<file path="config.mk">
export PLATFORM = sky130hd
export DESIGN_NAME = irq_prio_arb
export DESIGN_NICKNAME = d
export VERILOG_FILES = /design/src/rtl/irq_arb_pkg.sv /design/src/rtl/irq_win_sel.sv /design/src/rtl/irq_mask_stack.sv /design/src/rtl/irq_prio_arb.sv
export SDC_FILE = /design/constraint.sdc
export NUM_CORES = 1
export LEC_CHECK = 0
export BUFFER_PORTS_ARGS = -buffer_cell sky130_fd_sc_hd__buf_4
export CAP_MARGIN = 20
export CORE_ASPECT_RATIO = 1.1
export CORE_MARGIN = 2
export CORE_UTILIZATION = 50
export DETAILED_ROUTE_END_ITERATION = 12
export GPL_TIMING_DRIVEN = 0
export HOLD_SLACK_MARGIN = 0.03
export PLACE_DENSITY = 0.76
export SYNTH_ARGS = -nofsm -noshare
export SYNTH_HDL_FRONTEND = slang
export SYNTH_SLANG_ARGS = --single-unit
</file>
<file path="constraint.sdc">
create_clock -name clk -period 5.95 [get_ports clk]
set_input_delay 0.595 -clock clk [delete_from_list [all_inputs] [get_ports clk]]
set_output_delay 0.595 -clock clk [all_outputs]
set_load 0.005 [all_outputs]
</file>
<file path="src/rtl/irq_arb_pkg.sv">
package irq_arb_pkg;
  localparam int LVL_W   = 3;
  localparam int MAX_LVL = 7;
  typedef logic [LVL_W-1:0] lvl_t;
endpackage

</file>
<file path="src/rtl/irq_win_sel.sv">
module irq_win_sel
  import irq_arb_pkg::*;
#(
  parameter int N_SRC = 4,
  parameter int ARB_W = 4,
  localparam int SRC_W = $clog2(N_SRC)
) (
  input  logic [N_SRC*LVL_W-1:0] req_lvl,
  input  logic [N_SRC*ARB_W-1:0] arb_num,
  input  logic [N_SRC-1:0]       elig,
  output logic                   any,
  output lvl_t                   best_lvl,
  output logic [ARB_W-1:0]       best_arb,
  output logic [SRC_W-1:0]       best_src
);
  // Level first, then arbitration number; strict compare keeps lower index on ties.
  always_comb begin
    any      = 1'b0;
    best_lvl = '0;
    best_arb = '0;
    best_src = '0;
    for (int i = 0; i < N_SRC; i++) begin
      if (elig[i] && (!any ||
          req_lvl[i*LVL_W +: LVL_W] > best_lvl ||
          (req_lvl[i*LVL_W +: LVL_W] == best_lvl && arb_num[i*ARB_W +: ARB_W] > best_arb))) begin
        any      = 1'b1;
        best_lvl = req_lvl[i*LVL_W +: LVL_W];
        best_arb = arb_num[i*ARB_W +: ARB_W];
        best_src = SRC_W'(i);
      end
    end
  end
endmodule

</file>
<file path="src/rtl/irq_mask_stack.sv">
module irq_mask_stack
  import irq_arb_pkg::*;
#(
  parameter int DEPTH = 8,
  localparam int SP_W = $clog2(DEPTH + 1)
) (
  input  logic clk,
  input  logic rst,
  input  logic push,
  input  logic pop,
  input  lvl_t push_val,
  output lvl_t top_val,
  output logic empty,
  output logic ovf,
  output logic unf
);
  lvl_t            mem [DEPTH];
  logic [SP_W-1:0] sp;

  assign empty   = (sp == '0);
  assign top_val = empty ? '0 : mem[sp - 1'b1];

  always_ff @(posedge clk) begin
    if (push && sp < SP_W'(DEPTH)) mem[sp] <= push_val;
  end

  always_ff @(posedge clk) begin
    if (rst) begin
      sp  <= '0;
      ovf <= 1'b0;
      unf <= 1'b0;
    end else if (push) begin
      if (sp < SP_W'(DEPTH)) sp <= sp + 1'b1;
      else                   ovf <= 1'b1;
    end else if (pop) begin
      if (!empty) sp  <= sp - 1'b1;
      else        unf <= 1'b1;
    end
  end

  AST_NO_PUSH_POP: assert property (@(posedge clk) disable iff (rst) !(push && pop));
  AST_SP_BOUND:    assert property (@(posedge clk) disable iff (rst) sp <= SP_W'(DEPTH));
  AST_UNF_STICKY:  assert property (@(posedge clk) disable iff (rst) unf |=> unf);
  AST_OVF_STICKY:  assert property (@(posedge clk) disable iff (rst) ovf |=> ovf);
endmodule

</file>
<file path="src/rtl/irq_prio_arb.sv">
module irq_prio_arb
  import irq_arb_pkg::*;
#(
  parameter int N_SRC     = 4,
  parameter int ARB_W     = 4,
  parameter int WIN_CYC   = 4,
  parameter int STK_DEPTH = 8,
  localparam int SRC_W = $clog2(N_SRC),
  localparam int CNT_W = $clog2(WIN_CYC + 1)
) (
  input  logic                   clk,
  input  logic                   rst,
  input  logic [N_SRC*3-1:0]     req_lvl,
  input  logic [N_SRC*ARB_W-1:0] arb_num,
  input  logic                   rte,
  output logic                   irq_pend,
  output logic                   take_vld,
  output logic [2:0]             win_lvl,
  output logic [SRC_W-1:0]       win_src,
  output logic                   spurious,
  output logic [2:0]             cur_mask,
  output logic                   stk_ovf,
  output logic                   stk_unf
);
  localparam logic [CNT_W-1:0] LAST = CNT_W'(WIN_CYC - 1);

  logic [N_SRC-1:0] insvc, elig;
  logic             any;
  lvl_t             sel_lvl, stk_top;
  logic [ARB_W-1:0] sel_arb;
  logic [SRC_W-1:0] sel_src;
  logic             in_win, stk_empty, push;
  logic [CNT_W-1:0] cnt;

  for (genvar g = 0; g < N_SRC; g++) begin : g_elig
    logic [LVL_W-1:0] l;
    assign l       = req_lvl[g*LVL_W +: LVL_W];
    assign elig[g] = (l != '0) && !insvc[g] &&
                     ((l > cur_mask) || (l == lvl_t'(MAX_LVL)));
  end

  irq_win_sel #(.N_SRC(N_SRC), .ARB_W(ARB_W)) u_sel (
    .req_lvl(req_lvl), .arb_num(arb_num), .elig(elig),
    .any(any), .best_lvl(sel_lvl), .best_arb(sel_arb), .best_src(sel_src)
  );

  assign push = in_win && (cnt == LAST) && !rte && any;

  irq_mask_stack #(.DEPTH(STK_DEPTH)) u_stk (
    .clk(clk), .rst(rst), .push(push), .pop(rte), .push_val(cur_mask),
    .top_val(stk_top), .empty(stk_empty), .ovf(stk_ovf), .unf(stk_unf)
  );

  always_ff @(posedge clk) begin
    if (rst) begin
      insvc    <= '0;
      in_win   <= 1'b0;
      cnt      <= '0;
      take_vld <= 1'b0;
      win_lvl  <= '0;
      win_src  <= '0;
      spurious <= 1'b0;
      cur_mask <= '0;
      irq_pend <= 1'b0;
    end else begin
      take_vld <= 1'b0;
      spurious <= 1'b0;
      irq_pend <= any;
      for (int i = 0; i < N_SRC; i++)
        if (req_lvl[i*LVL_W +: LVL_W] == '0) insvc[i] <= 1'b0;
      if (rte && !stk_empty) cur_mask <= stk_top;
      if (!in_win) begin
        if (any && !rte) begin
          in_win <= 1'b1;
          cnt    <= '0;
        end
      end else if (cnt == LAST) begin
        if (!rte) begin
          in_win <= 1'b0;
          if (any) begin
            take_vld       <= 1'b1;
            win_lvl        <= sel_lvl;
            win_src        <= sel_src;
            spurious       <= (sel_arb == '0);
            cur_mask       <= sel_lvl;
            insvc[sel_src] <= 1'b1;
          end
        end
      end else begin
        cnt <= cnt + 1'b1;
      end
    end
  end

  AST_TAKE_PULSE:  assert property (@(posedge clk) disable iff (rst) take_vld |=> !take_vld);
  AST_MASK_RAISED: assert property (@(posedge clk) disable iff (rst) take_vld |-> cur_mask == win_lvl);
  AST_ABOVE_MASK:  assert property (@(posedge clk) disable iff (rst)
                     take_vld |-> (win_lvl > $past(cur_mask) || win_lvl == 3'd7));
  AST_LVL_VALID:   assert property (@(posedge clk) disable iff (rst) take_vld |-> win_lvl != 3'd0);
  AST_SPUR_TAKE:   assert property (@(posedge clk) disable iff (rst) spurious |-> take_vld);
endmodule

</file>
== Yosys cells after proc, flatten, opt, wreduce, memory -nomap -nowiden ==
Memories as Yosys holds them, arrays and structs flattened.
Cells that the tools add are included.

* Register bits: 25
* RAM bits: 24
* Input bits: 31
* Output and inout port bits: 13
* Word-level logic and storage cells: 155
* Memories kept: 1

* $add $sub $neg: 3
* Magnitude comparators: 13
* Equal/unequal tests: 11
* Multiplexer cells: 49
* Bitwise logic cells: 7
* Reductions and logical operators: 59

{| class="wikitable"
|+ Memories
! name !! depth !! bits a word !! rd ports !! clocked after memory_dff !! wr ports !! RTL line !! text
|-
| u_stk.mem || 8 || 3 || 1 || 0 || 1 || irq_mask_stack.sv:17 || <nowiki>lvl_t mem [DEPTH];</nowiki>
|}

{| class="wikitable"
|+ Operators by type and width
! cell !! number
|-
| 2-to-1 mux 4 bit || 12
|-
| 2-to-1 mux 3 bit || 13
|-
| > comparator 3 bit || 7
|-
| logical AND 1 bit || 21
|-
| 2-to-1 mux 1 bit || 21
|-
| == test 3 bit (second input constant) || 4
|-
| > comparator 4 bit || 3
|-
| logical NOT 3 bit || 4
|-
| nonzero test 3 bit || 4
|-
| logical OR 1 bit || 10
|-
| == test 3 bit || 3
|-
| logical NOT 1 bit || 9
|-
| logical NOT 4 bit || 2
|-
| inverter 1 bit || 6
|-
| AND reduction 3 bit || 2
|-
| OR reduction 5 bit || 1
|-
| adder 4 x 1 -> 4 bit (second input constant) || 1
|-
| less-than comparator 4 bit (second input constant) || 1
|-
| 2-to-1 mux 2 bit || 2
|-
| inequality test 2 bit (second input constant) || 2
|-
| OR 4 bit || 1
|-
| AND reduction 2 bit || 2
|-
| AND reduction 4 bit || 1
|-
| nonzero test 2 bit || 2
|-
| 8 further kinds || 8
|}

== Depth between registers and ports, before layout ==
* Depth in word-level cells: 28
* Depth in mapped cells: 33
* Gate-level depth less buffers: 30

== Cells and area by module ==
From an unflattened synthesis, not the netlist that was laid out.

* Cells, all modules: 350
* Area, all modules: 3374.5 um2

{| class="wikitable"
|+ By module, submodules not included
! module !! instances !! cells each !! area an instance (um2)
|-
| irq_mask_stack || 1 || 87 || 1351.3
|-
| irq_prio_arb || 1 || 135 || 1098.6
|-
| irq_win_sel || 1 || 128 || 924.6
|}

== Least setup slack after synthesis ==
No wires, ideal clock.

* Path kind: in2reg
* From: in req_lvl[2]
* To: reg cur_mask[1]
* Library setup time: 0.091 ns
* Arrival: 6.201 ns
* Path slack: -0.342 ns
* Cell stages on the path: 30
* Cell sequence: ha_1 a21oi_1 a211oi_1 a211o_2 buf_6 and2_1 ha_1 and4_1 nor3_1 o31ai_4 a31oi_4 mux2_4 ha_1 nor2b_1 o21a_1 o21ai_0 o21ai_0 o22a_1 buf_2 mux2i_1 ha_1 nor2b_1 o21ai_0 nand2b_1 a211o_1 a21oi_1 a21oi_2 buf_4 or2_1 a311oi_1

* Cells in the longest elaborated chain, start to end: 23
* Elaborated cells between the ends (all ways): 45
* Classes of those cells: order compare (7); eq/ne (4); mux (15); reduce/logical (19)

{| class="wikitable"
|+ Ends and longest elaborated chain
! element !! RTL line !! text
|-
| start, declared || irq_prio_arb.sv:13 || <nowiki>input logic [N_SRC*3-1:0] req_lvl,</nowiki>
|-
| > comparator 3 bit, or another cell as far along || irq_prio_arb.sv:39 || <nowiki>((l > cur_mask) || (l == lvl_t'(MAX_LVL)));</nowiki>
|-
| logical OR 1 bit / logical AND 1 bit (equally long branches) || irq_prio_arb.sv:39, irq_prio_arb.sv:38 ||
|-
| logical AND 1 bit || irq_prio_arb.sv:38 || <nowiki>assign elig[g] = (l != '0) && !insvc[g] &&</nowiki>
|-
| 2-to-1 mux 4 bit, or another cell as far along || irq_win_sel.sv:23 || <nowiki>if (elig[i] && (!any ||</nowiki>
|-
| > comparator 4 bit, or another cell as far along || irq_win_sel.sv:25 || <nowiki>(req_lvl[i*LVL_W +: LVL_W] == best_lvl && arb_num[i*ARB_W +: ARB_W] > best_arb))) begin</nowiki>
|-
| logical AND 1 bit / logical OR 1 bit (equally long branches) || irq_win_sel.sv:25, irq_win_sel.sv:23 ||
|-
| logical OR 1 bit || irq_win_sel.sv:24 || <nowiki>req_lvl[i*LVL_W +: LVL_W] > best_lvl ||</nowiki>
|-
| logical AND 1 bit || irq_win_sel.sv:23 ||
|-
| [7 not listed] || - ||
|-
| logical AND 1 bit / logical OR 1 bit (equally long branches) || irq_win_sel.sv:25, irq_win_sel.sv:23 ||
|-
| logical OR 1 bit || irq_win_sel.sv:24 ||
|-
| logical AND 1 bit || irq_win_sel.sv:23 ||
|-
| 2-to-1 mux 3 bit / 2-to-1 mux 1 bit (equally long branches) || irq_win_sel.sv:23 ||
|-
| 2-to-1 mux 3 bit (*) || irq_prio_arb.sv:80 || <nowiki>if (any) begin</nowiki>
|-
| 2-to-1 mux 3 bit (*) || irq_prio_arb.sv:78 || <nowiki>if (!rte) begin</nowiki>
|-
| 2-to-1 mux 3 bit (*) || irq_prio_arb.sv:77 || <nowiki>end else if (cnt == LAST) begin</nowiki>
|-
| 2-to-1 mux 3 bit (*) || irq_prio_arb.sv:72 || <nowiki>if (!in_win) begin</nowiki>
|-
| end signal, assigned || irq_prio_arb.sv:71 || <nowiki>if (rte && !stk_empty) cur_mask <= stk_top;</nowiki>
|-
| end signal, assigned || irq_prio_arb.sv:85 || <nowiki>cur_mask <= sel_lvl;</nowiki>
|-
| end, declared || irq_prio_arb.sv:21 || <nowiki>output logic [2:0] cur_mask,</nowiki>
|}

Mark *: on every way between the ends. The rest lies on a longest branch, timed or not.
A chain may end at the register's enable or synchronous reset.

== Worst setup path after layout ==
* From: reg cur_mask[2]
* To: reg win_lvl[1]

* Cells in the longest elaborated chain, start to end: 20
* Elaborated cells between the ends (all ways): 48
* Classes of those cells: order compare (10); eq/ne (3); mux (11); reduce/logical (24)

{| class="wikitable"
|+ Ends and longest elaborated chain
! element !! RTL line !! text
|-
| > comparator 3 bit || irq_prio_arb.sv:39 ||
|-
| logical OR 1 bit || irq_prio_arb.sv:39 ||
|-
| logical AND 1 bit || irq_prio_arb.sv:38 ||
|-
| 2-to-1 mux 4 bit, or another cell as far along || irq_win_sel.sv:23 ||
|-
| > comparator 4 bit, or another cell as far along || irq_win_sel.sv:25 ||
|-
| logical AND 1 bit / logical OR 1 bit (equally long branches) || irq_win_sel.sv:25, irq_win_sel.sv:23 ||
|-
| logical OR 1 bit || irq_win_sel.sv:24 ||
|-
| logical AND 1 bit || irq_win_sel.sv:23 ||
|-
| [4 not listed] || - ||
|-
| logical AND 1 bit || irq_win_sel.sv:23 ||
|-
| 2-to-1 mux 4 bit, or another cell as far along || irq_win_sel.sv:23 ||
|-
| > comparator 4 bit, or another cell as far along || irq_win_sel.sv:25 ||
|-
| logical AND 1 bit / logical OR 1 bit (equally long branches) || irq_win_sel.sv:25, irq_win_sel.sv:23 ||
|-
| logical OR 1 bit || irq_win_sel.sv:24 ||
|-
| logical AND 1 bit || irq_win_sel.sv:23 ||
|-
| 2-to-1 mux 1 bit || irq_win_sel.sv:23 ||
|-
| AND reduction 4 bit (no line) || - ||
|-
| end signal, assigned || irq_prio_arb.sv:82 || <nowiki>win_lvl <= sel_lvl;</nowiki>
|-
| end, declared || irq_prio_arb.sv:18 || <nowiki>output logic [2:0] win_lvl,</nowiki>
|}

Parallel ways exist; a longest one is shown, timed or not.

==> reports/summary.txt <==
Result of the run -> finished, violations left
Violated checks -> setup timing
Main synth FF type -> dfxtp_1
Yosys top cell area share -> 0.222
Most frequent cells in the layout -> 63 x buf_4, 30 x nor2_1, 27 x ha_1, 24 x edfxtp_1, 23 x inv_1
PD cells -> 393 mW/mm^2
Post-Synthesis Cells -> 326
Vias -> 2,844
Largest family of logic cells by synthesized area -> compound AO/OA/AOI/OAI gates
Yosys reg bits -> 49
Total routed wirelength -> 8360 um
Gate power share -> 0.624
RSZ-0062 raised after global routing -> yes
Die H -> 88.6 um
Pre-CTS setup slack -> -708 ps
GPL Wtd Cong -> 0.885
Vias per cell -> 5.94
CTS tree -> yes
TritonCTS buffer count -> 5
Slew headroom -> 0.628
Slew Viols, Final -> 0
Core Area -> 0.00623 mm^2
N_diodes -> 0
Clock Power Share -> 0.135
P&R area growth vs syn -> 33.0%
Hold WS -> 490 ps
Vias in the first global route -> 2,679
Mux cell area share after synthesis -> 0.0801
Max frequency -> 0.165 GHz
Final WS setup -> -120 ps
CP max stage delay -> 370 ps
Share of layout cells above drive strength 1 -> 0.368
Drt pass-1 iters -> 4
Simple-gate share of the synthesized area -> 0.166
Synth warn -> 0
Cell taking the most area after synthesis -> edfxtp_1
Tcrit/Tclk final -> 1.02
Post-synth cell types -> 60
Setup_tns -> -485 ps
GRT overflow -> 0
Crit path DAT -> 6280 ps
Net Switching -> 0.663 mW
Cell Int Power -> 1.04 mW
Switching Fraction -> 0.390
Mapped cell area -> 0.00325 mm^2
Crit-path max FO -> 6
Tmin final -> 6070 ps
Commonest non-fill, non-tap cell in the layout -> buf_4
First-pass GRT wire length -> 12,400 um
Worst Path Required -> 6160 ps
DR DRC count -> 0
Critical Path Sink Type -> register
Least-Margin Pin Slew -> 557 ps
Antenna violations before repair -> 0
FP Rows -> 30
Setup violators final -> 7
Sequential area share after synthesis -> 0.376
# Max-Cap Violations -> 0
CP startpoint kind -> register
CTS Sinks -> 49
Synth Area in Compound Gates -> 0.184
Num ports -> 44
Tightest Hold Check Type -> register to register
Dominant cells by area after synthesis -> edfxtp_1 22%, dfxtp_1 15%, ha_1 14%
Starting DRT DRC Count -> 178
Initial Utilization -> 0.521
CTS Root Cell -> clkbuf_8
Power share of the sequential group -> 0.242
Critical path class -> register to register
H-tree Lvls -> 2
Async SR Flop Fraction -> 0
Clock Path Buffers -> 2
Gr usage total -> 0.224
Number of synthesized flops with an enable pin -> 24
Final HPWL DP -> 5910 um
Skew final -> 5.56 ps
Antenna Violating Nets Remaining -> 0
Post-synthesis xor/xnor area fraction -> 0.00539
Slowest CP cell -> a211o_4
Largest net degree at the start of global routing -> 15
CTS Hold Bufs -> 0
CTS clk-pin slew, worst paths -> 80 ps
Fin nets -> 466
IO Port Bufs -> 43
Final Hold Vio Count -> 0
Post-Synth Adder-Cell Area -> 0.142
Synth Net Count -> 394
Die Width -> 80.9 um
Drt wl/cell -> 17.5 um
Max IR drop VDD -> 340 uV
Leak pwr -> 1.75 nW
Synthesized area per cell -> 9.97 um^2
Later-pin clock latency in the skew report -> 300 ps
Die area -> 0.00716 mm^2
## final cells by class
class | instances | area, um^2
fillers | 474 | 1910
flip-flops and latches | 49 | 1230
well taps | 80 | 100
repair buffers | 65 | 495
plain buffers | 10 | 55.1
inverters | 25 | 97.6
clock buffers | 6 | 72.6
clock inverters | 2 | 33.8
multi-input cells | 242 | 2230
## flip-flops by register name, indices dropped and copies added (netlist names)
name       count
win_src        2
in_win         1
spurious       1
u_stk.unf      1
cnt            3
u_stk.mem     24
cur_mask       3
insvc          4
win_lvl        3
u_stk.ovf      1
irq_pend       1
take_vld       1
u_stk.sp       4
## metrics by stage
step / std cells / util / cell area [um^2] / power, mW
after global routing: 479 / 0.694 / 4320 / 1.80
after detailed placement: 449 / 0.599 / 3730 / 1.17
final: 479 / 0.694 / 4320 / 1.70
after global placement: 449 / 0.599 / 3730 / 1.14
after CTS: 468 / 0.635 / 3960 / 1.48
after floorplan: 326 / - / 3310 / 0.990
## worst paths after layout
check | start | to | slack [ps] | cells after the start
worst min-delay path | u_stk.unf$_SDFFE_PP0P_ | u_stk.unf$_SDFFE_PP0P_ | 490 | 2
worst max-delay path | cur_mask[2]$_SDFF_PP0_ | win_lvl[1]$_SDFFE_PP0P_ | -120 | 34
worst min register to register | u_stk.unf$_SDFFE_PP0P_ | u_stk.unf$_SDFFE_PP0P_ | 490 | 2
worst max register to register | cur_mask[2]$_SDFF_PP0_ | win_lvl[1]$_SDFFE_PP0P_ | -120 | 34
## layer usage
layer	GRT usage	wire, um
met3	0.0378	379
met1	0.278	3590
met4	0.0555	112
met2	0.404	4280
met5	0	0
## critical path, delay by kind of cell, from the launching register on
family,cells,cell delay [ps]
AOI/OAI and AO/OA,15,2900
adders and majority gates,4,1040
buffers and inverters,6,730
DFF,1,360
and+or+nand+nor,9,950
## power groups by stage
stage               clock network [mW]  logic (mW)  registers (mW)
finish                           0.229        1.06           0.410
global route                     0.243        1.15           0.414
CTS                              0.233       0.834           0.410
detailed placement                   0       0.748           0.423
global placement                     0       0.722           0.420
floorplan                            0       0.579           0.411
## logic make-up (layout without fill, tap and decap cells)
family,Yosys count,in the layout
fa+ha+maj,37,37
mux,17,17
flops,49,49
simple gates,106,106
buf+inv,36,108
xor+xnor,2,2
compound gates,79,80
## repair_timing
item | in CTS | in global routing
gates resized for setup | 15 | 44
gates cloned | 0 | 2
setup buffers | 12 | 9
pin swaps | 9 | 20
endpoints found under the setup margin | 13 | 13
## synth_stat cells (5+ instances only)
master,count
dfxtp_1,25
nand2_1,18
nand2b_1,6
mux4_2,6
ha_1,37
edfxtp_1,24
a211oi_1,7
o21a_1,5
nor2_1,31
clkbuf_1,6
nand3_1,7
mux2i_1,5
o21ai_0,7
nor3_1,13
nor2b_1,6
a21oi_1,20
inv_1,25
No activity file was read; power rests on OpenSTA's default activity.
